`src/rtl/dct_pkg.sv`:
```
package dct_pkg;
  typedef enum logic [1:0] {
    ADDR_T0_PRE = 2'd0,
    ADDR_T0_CTL = 2'd1,
    ADDR_T1_PRE = 2'd2,
    ADDR_T1_CTL = 2'd3
  } dct_addr_e;

  localparam int CTL_RUN  = 0;
  localparam int CTL_SEL  = 1;
  localparam int CTL_LOAD = 2;

  // terminal prescaler value for the selected ratio
  function automatic int unsigned psc_last(input logic sel, input int unsigned div_a,
                                           input int unsigned div_b);
    return sel ? (div_b - 1) : (div_a - 1);
  endfunction
endpackage

```
`src/rtl/dct_prescaler.sv`:
```
module dct_prescaler #(
  parameter int unsigned DIV_A = 4,
  parameter int unsigned DIV_B = 1024
) (
  input  logic clk,
  input  logic rst_n,
  input  logic en,
  input  logic clr,
  input  logic sel,
  output logic tick
);
  import dct_pkg::*;
  localparam int unsigned MAXD = (DIV_A > DIV_B) ? DIV_A : DIV_B;
  localparam int unsigned CW   = (MAXD < 2) ? 1 : $clog2(MAXD);

  logic [CW-1:0] cnt_q;
  logic [CW-1:0] last;

  assign last = CW'(psc_last(sel, DIV_A, DIV_B));
  assign tick = en && (cnt_q >= last);

  always_ff @(posedge clk or negedge rst_n) begin
    if (!rst_n)      cnt_q <= '0;
    else if (clr)    cnt_q <= '0;
    else if (tick)   cnt_q <= '0;
    else if (en)     cnt_q <= cnt_q + CW'(1);
  end
endmodule

```
`src/rtl/dct_edge_sync.sv`:
```
module dct_edge_sync (
  input  logic clk,
  input  logic rst_n,
  input  logic din,
  output logic rise
);
  logic s1_q, s2_q, s3_q;

  always_ff @(posedge clk or negedge rst_n) begin
    if (!rst_n) begin
      s1_q <= 1'b0;
      s2_q <= 1'b0;
      s3_q <= 1'b0;
    end else begin
      s1_q <= din;
      s2_q <= s1_q;
      s3_q <= s2_q;
    end
  end

  assign rise = s2_q && !s3_q;
endmodule

```
`src/rtl/dct_down_counter.sv`:
```
module dct_down_counter #(
  parameter int unsigned W           = 8,
  parameter bit          AUTO_RELOAD = 1'b0
) (
  input  logic         clk,
  input  logic         rst_n,
  input  logic         load,
  input  logic [W-1:0] preload,
  input  logic         run,
  input  logic         tick,
  output logic [W-1:0] count,
  output logic         irq
);
  function automatic logic [W-1:0] dec1(input logic [W-1:0] v);
    return v - W'(1);
  endfunction

  function automatic logic at_floor(input logic [W-1:0] v);
    return v == '0;
  endfunction

  logic         halted;
  logic         step;
  logic         uf_evt;
  logic [W-1:0] count_q;

  assign step   = run && tick && !halted && !load;
  assign uf_evt = step && at_floor(count_q);

  generate
    if (AUTO_RELOAD) begin : g_reload
      assign halted = 1'b0;
    end else begin : g_oneshot
      logic halt_q;
      always_ff @(posedge clk or negedge rst_n) begin
        if (!rst_n)      halt_q <= 1'b1;
        else if (load)   halt_q <= 1'b0;
        else if (uf_evt) halt_q <= 1'b1;
      end
      assign halted = halt_q;
    end
  endgenerate

  always_ff @(posedge clk or negedge rst_n) begin
    if (!rst_n) begin
      count_q <= '0;
      irq     <= 1'b0;
    end else begin
      irq <= uf_evt;
      if (load)
        count_q <= preload;
      else if (uf_evt)
        count_q <= AUTO_RELOAD ? preload : count_q;
      else if (step)
        count_q <= dec1(count_q);
    end
  end

  assign count = count_q;
endmodule

```
`src/rtl/dual_countdown_timers.sv`:
```
module dual_countdown_timers #(
  parameter int unsigned CNT_W      = 8,
  parameter int unsigned FINE_DIV   = 4,
  parameter int unsigned COARSE_DIV = 1024,
  parameter int unsigned T1_DIV     = 4
) (
  input  logic             clk,
  input  logic             rst_n,
  input  logic             wr_en,
  input  logic [1:0]       wr_addr,
  input  logic [CNT_W-1:0] wr_data,
  input  logic             ext_evt,
  output logic [CNT_W-1:0] t0_count,
  output logic [CNT_W-1:0] t1_count,
  output logic             irq0,
  output logic             irq1
);
  import dct_pkg::*;

  logic [CNT_W-1:0] t0_pre, t1_pre;
  logic             t0_run, t0_coarse, t1_run, t1_ext;
  logic             wr_t0_ctl, wr_t1_ctl;
  logic             t0_load, t1_load, t0_psc_clr;
  logic             t0_tick, t1_int_tick, t1_rise, t1_tick;

  assign wr_t0_ctl  = wr_en && (wr_addr == ADDR_T0_CTL);
  assign wr_t1_ctl  = wr_en && (wr_addr == ADDR_T1_CTL);
  assign t0_load    = wr_t0_ctl && wr_data[CTL_LOAD];
  assign t1_load    = wr_t1_ctl && wr_data[CTL_LOAD];
  assign t0_psc_clr = t0_load || (wr_t0_ctl && (wr_data[CTL_SEL] != t0_coarse));

  always_ff @(posedge clk or negedge rst_n) begin
    if (!rst_n) begin
      t0_pre    <= '0;
      t1_pre    <= '0;
      t0_run    <= 1'b0;
      t0_coarse <= 1'b0;
      t1_run    <= 1'b0;
      t1_ext    <= 1'b0;
    end else if (wr_en) begin
      case (wr_addr)
        ADDR_T0_PRE: t0_pre <= wr_data;
        ADDR_T0_CTL: begin
          t0_run    <= wr_data[CTL_RUN];
          t0_coarse <= wr_data[CTL_SEL];
        end
        ADDR_T1_PRE: t1_pre <= wr_data;
        default: begin
          t1_run <= wr_data[CTL_RUN];
          t1_ext <= wr_data[CTL_SEL];
        end
      endcase
    end
  end

  dct_prescaler #(.DIV_A(FINE_DIV), .DIV_B(COARSE_DIV)) u_psc0 (
    .clk(clk), .rst_n(rst_n), .en(t0_run), .clr(t0_psc_clr),
    .sel(t0_coarse), .tick(t0_tick));

  dct_prescaler #(.DIV_A(T1_DIV), .DIV_B(T1_DIV)) u_psc1 (
    .clk(clk), .rst_n(rst_n), .en(t1_run && !t1_ext), .clr(t1_load),
    .sel(1'b0), .tick(t1_int_tick));

  dct_edge_sync u_sync (
    .clk(clk), .rst_n(rst_n), .din(ext_evt), .rise(t1_rise));

  assign t1_tick = t1_ext ? t1_rise : t1_int_tick;

  dct_down_counter #(.W(CNT_W), .AUTO_RELOAD(1'b0)) u_cnt0 (
    .clk(clk), .rst_n(rst_n), .load(t0_load), .preload(t0_pre),
    .run(t0_run), .tick(t0_tick), .count(t0_count), .irq(irq0));

  dct_down_counter #(.W(CNT_W), .AUTO_RELOAD(1'b1)) u_cnt1 (
    .clk(clk), .rst_n(rst_n), .load(t1_load), .preload(t1_pre),
    .run(t1_run), .tick(t1_tick), .count(t1_count), .irq(irq1));
endmodule

```
`config.mk`:
```
export PLATFORM = sky130hd
export DESIGN_NAME = dual_countdown_timers
export DESIGN_NICKNAME = d
export VERILOG_FILES = /design/src/rtl/dct_pkg.sv /design/src/rtl/dct_prescaler.sv /design/src/rtl/dct_edge_sync.sv /design/src/rtl/dct_down_counter.sv /design/src/rtl/dual_countdown_timers.sv
export SDC_FILE = /design/constraint.sdc
export NUM_CORES = 1
export LEC_CHECK = 0
export ABC_AREA = 1
export BUFFER_PORTS_ARGS = -buffer_cell sky130_fd_sc_hd__buf_4
export CORE_ASPECT_RATIO = 0.75
export CORE_MARGIN = 8
export CORE_UTILIZATION = 55
export DETAILED_ROUTE_END_ITERATION = 10
export GPL_ROUTABILITY_DRIVEN = 0
export GPL_TIMING_DRIVEN = 0
export HOLD_SLACK_MARGIN = 0.08
export PLACE_DENSITY = 0.79
export SYNTH_ARGS = -nofsm -noshare
export SYNTH_HDL_FRONTEND = slang
export SYNTH_HIERARCHICAL = 1
export SYNTH_SLANG_ARGS = --single-unit
```
`constraint.sdc`:
```
create_clock -name clk -period 2.6 [get_ports clk]
set_input_delay 0.26 -clock clk [delete_from_list [all_inputs] [get_ports clk]]
set_output_delay 0.26 -clock clk [all_outputs]
set_load 0.02 [all_outputs]
```
==> results.json <==
{
  "status": "finished, final reports clean",
  "whs_ns": 0.200,
  "numCtsBuffers": 5,
  "slew_headroom_pct": 52.7,
  "grt_usage_pct": 17.2,
  "intPower_mw": 1.82,
  "p_seq_share_pct": 40.2,
  "final_common_cell": "nand2_1",
  "drive_gt1_share_pct": 16.2,
  "maxCapViolations": 0,
  "fmax_mhz": 448,
  "setup_tns_ns": 0,
  "hold_start": "wr_data[0]",
  "stdcell_area_um2": 3700,
  "crit_path_max_fanout": 10,
  "ctsLongestPathBuffers": 2,
  "grt_pass1_wl_um": 12200,
  "regArea_um2": 1350,
  "crit_path_start": "t0_coarse",
  "final_max_slew_viol_count": 0,
  "clkTransAtPathRegs_ns": 0.09,
  "postSynthAreaPerCell_um2": 7.31,
  "ir_drop_mv": 0.518,
  "end_kind": "flip-flop",
  "syn_nets": 473,
  "drtPass1Iterations": 5,
  "post-route-period-util_pct": 85.9,
  "dieArea_um2": 8670,
  "antenna_found_initial": 0,
  "setup_violations": 0,
  "htree_levels": 2,
  "hold_viol": 0,
  "syn-cell-area_um2": 3260,
  "pwr-share-comb_pct": 44.9,
  "period_needed_ns": 2.23,
  "overflow": 0,
  "switching_share_pct": 43.5,
  "fp.dieH_um": 82.7,
  "core_area_um2": 5770,
  "syn_to_final_growth_pct": 13.5,
  "clock_power_share_pct": 14.9,
  "grt_pass1_vias": 2669,
  "io_buffers": 31,
  "nets": 513,
  "critPathArrivalTime_ns": 2.47,
  "viasPerCell": 5.07,
  "cp_data_required_time_ns": 2.83,
  "yosysWarnings": 6,
  "root_buffer": "clkbuf_8",
  "fp.dieW_um": 105,
  "reg2reg_from": "t0_coarse",
  "worstMarginPinSlew_ns": 0.706,
  "worstSetupPathType": "reg -> reg",
  "placed_cell_area_um2": 3590,
  "layout_common_cells": "nand2_1, inv_1, dfrtp_1",
  "vias": 2862,
  "io_pins": 32,
  "drc_errors": 0,
  "rsz0062_at_grt": "no",
  "cts_tree": "built",
  "switchingPower_mw": 1.41,
  "cp-start-kind": "flip-flop",
  "power_density_nw_per_um2": 872,
  "numClockSinks": 54,
  "grt_max_degree": 55,
  "multi_input_area_um2": 1610,
  "syn_inst": 446,
  "wl_per_cell_um": 12.8,
  "p_leak_nw": 2.04,
  "dp_hpwl_um": 5410,
  "wirelength_um": 7230,
  "hold_class": "in -> reg",
  "insertion_delay_ns": 0.30,
  "setup_slack_ns": 0.366,
  "start_util_pct": 56.6,
  "diodes": 0,
  "fill_cells": 512,
  "drtAntennaViolNets": 0,
  "cts_setup_buffers": 0,
  "drtIter0Drc": 221,
  "clock_skew_ns": 0.00904,
  "fp-row-count": 24,
  "pre_cts_slack_ns": 0.323
}
-- sequential cells by signal, indices dropped and copies added, names as in the netlist, 2 cells and up --
register      count
t0_pre            8
t1_pre            8
u_cnt0/count      8
u_cnt1/count      8
u_psc0/cnt_q     10
u_psc1/cnt_q      2
-- power by group through the flow --
stage	logic [mW]	registers [mW]	clock network [mW]
after floorplan	0.882	1.39	0
after global routing	1.63	1.34	0.534
after CTS	1.45	1.29	0.502
final	1.45	1.30	0.480
after global placement	1.38	1.31	0
after detailed placement	1.44	1.31	0
-- per-stage QoR --
stage          power (mW)  util [%]  cells
2_1_floorplan        2.28         -    446
6_report             3.23      64.2    565
4_1_cts              3.24      64.2    565
5_1_grt              3.50      64.2    565
3_5_place_dp         2.75      62.3    555
3_3_place_gp         2.68      62.3    555
-- what timing repair did --
item	in CTS	in global routing
endpoints found under the setup margin	0	2
hold endpoints to repair	54	0
resized for setup	0	1
hold buffers	2	0
-- routing by layer --
metal	part of all wire [%]	track usage, %
met1	48	23.8
met2	44	27.5
met3	6.7	3.18
met4	0.61	4.26
met5	0	0
-- final cells by class --
class	instances	area share [%]
timing repair buffer	33	6.83
inverter	62	6.86
clock inverter	1	0.135
multi-input combinational	325	43.6
sequential	54	36.5
clock buffer	7	2.33
buffer	5	1.08
tap	78	2.64
-- final timing paths --
| path | slack [ns] | cells after the start | end |
|---|---|---|---|
| max | 0.37 | 15 | u_cnt0/count[0] |
| min | 0.20 | 3 | t0_run |
| max reg2reg | 0.37 | 15 | u_cnt0/count[0] |
| min reg2reg | 0.36 | 0 | u_sync/s2_q |
| max in group asynchronous | 1.60 | 2 | u_psc0/cnt_q[4] |
| min in group asynchronous | 0.54 | 2 | u_cnt1/irq |
-- worst max-delay path: stages (launching register included) --
cell     delay [ns]
dfrtp_1        0.40
inv_2          0.10
ha_1           0.30
nand2_1        0.07
nor2_1         0.18
nand3_1        0.11
nand3_1        0.11
nand2_1        0.09
inv_1          0.07
nand3_1        0.11
nor2_1         0.14
nand2_2        0.09
nand2_4        0.11
buf_8          0.15
nand2_1        0.07
o21ai_2        0.06
Power figures use the tool's default switching activity.
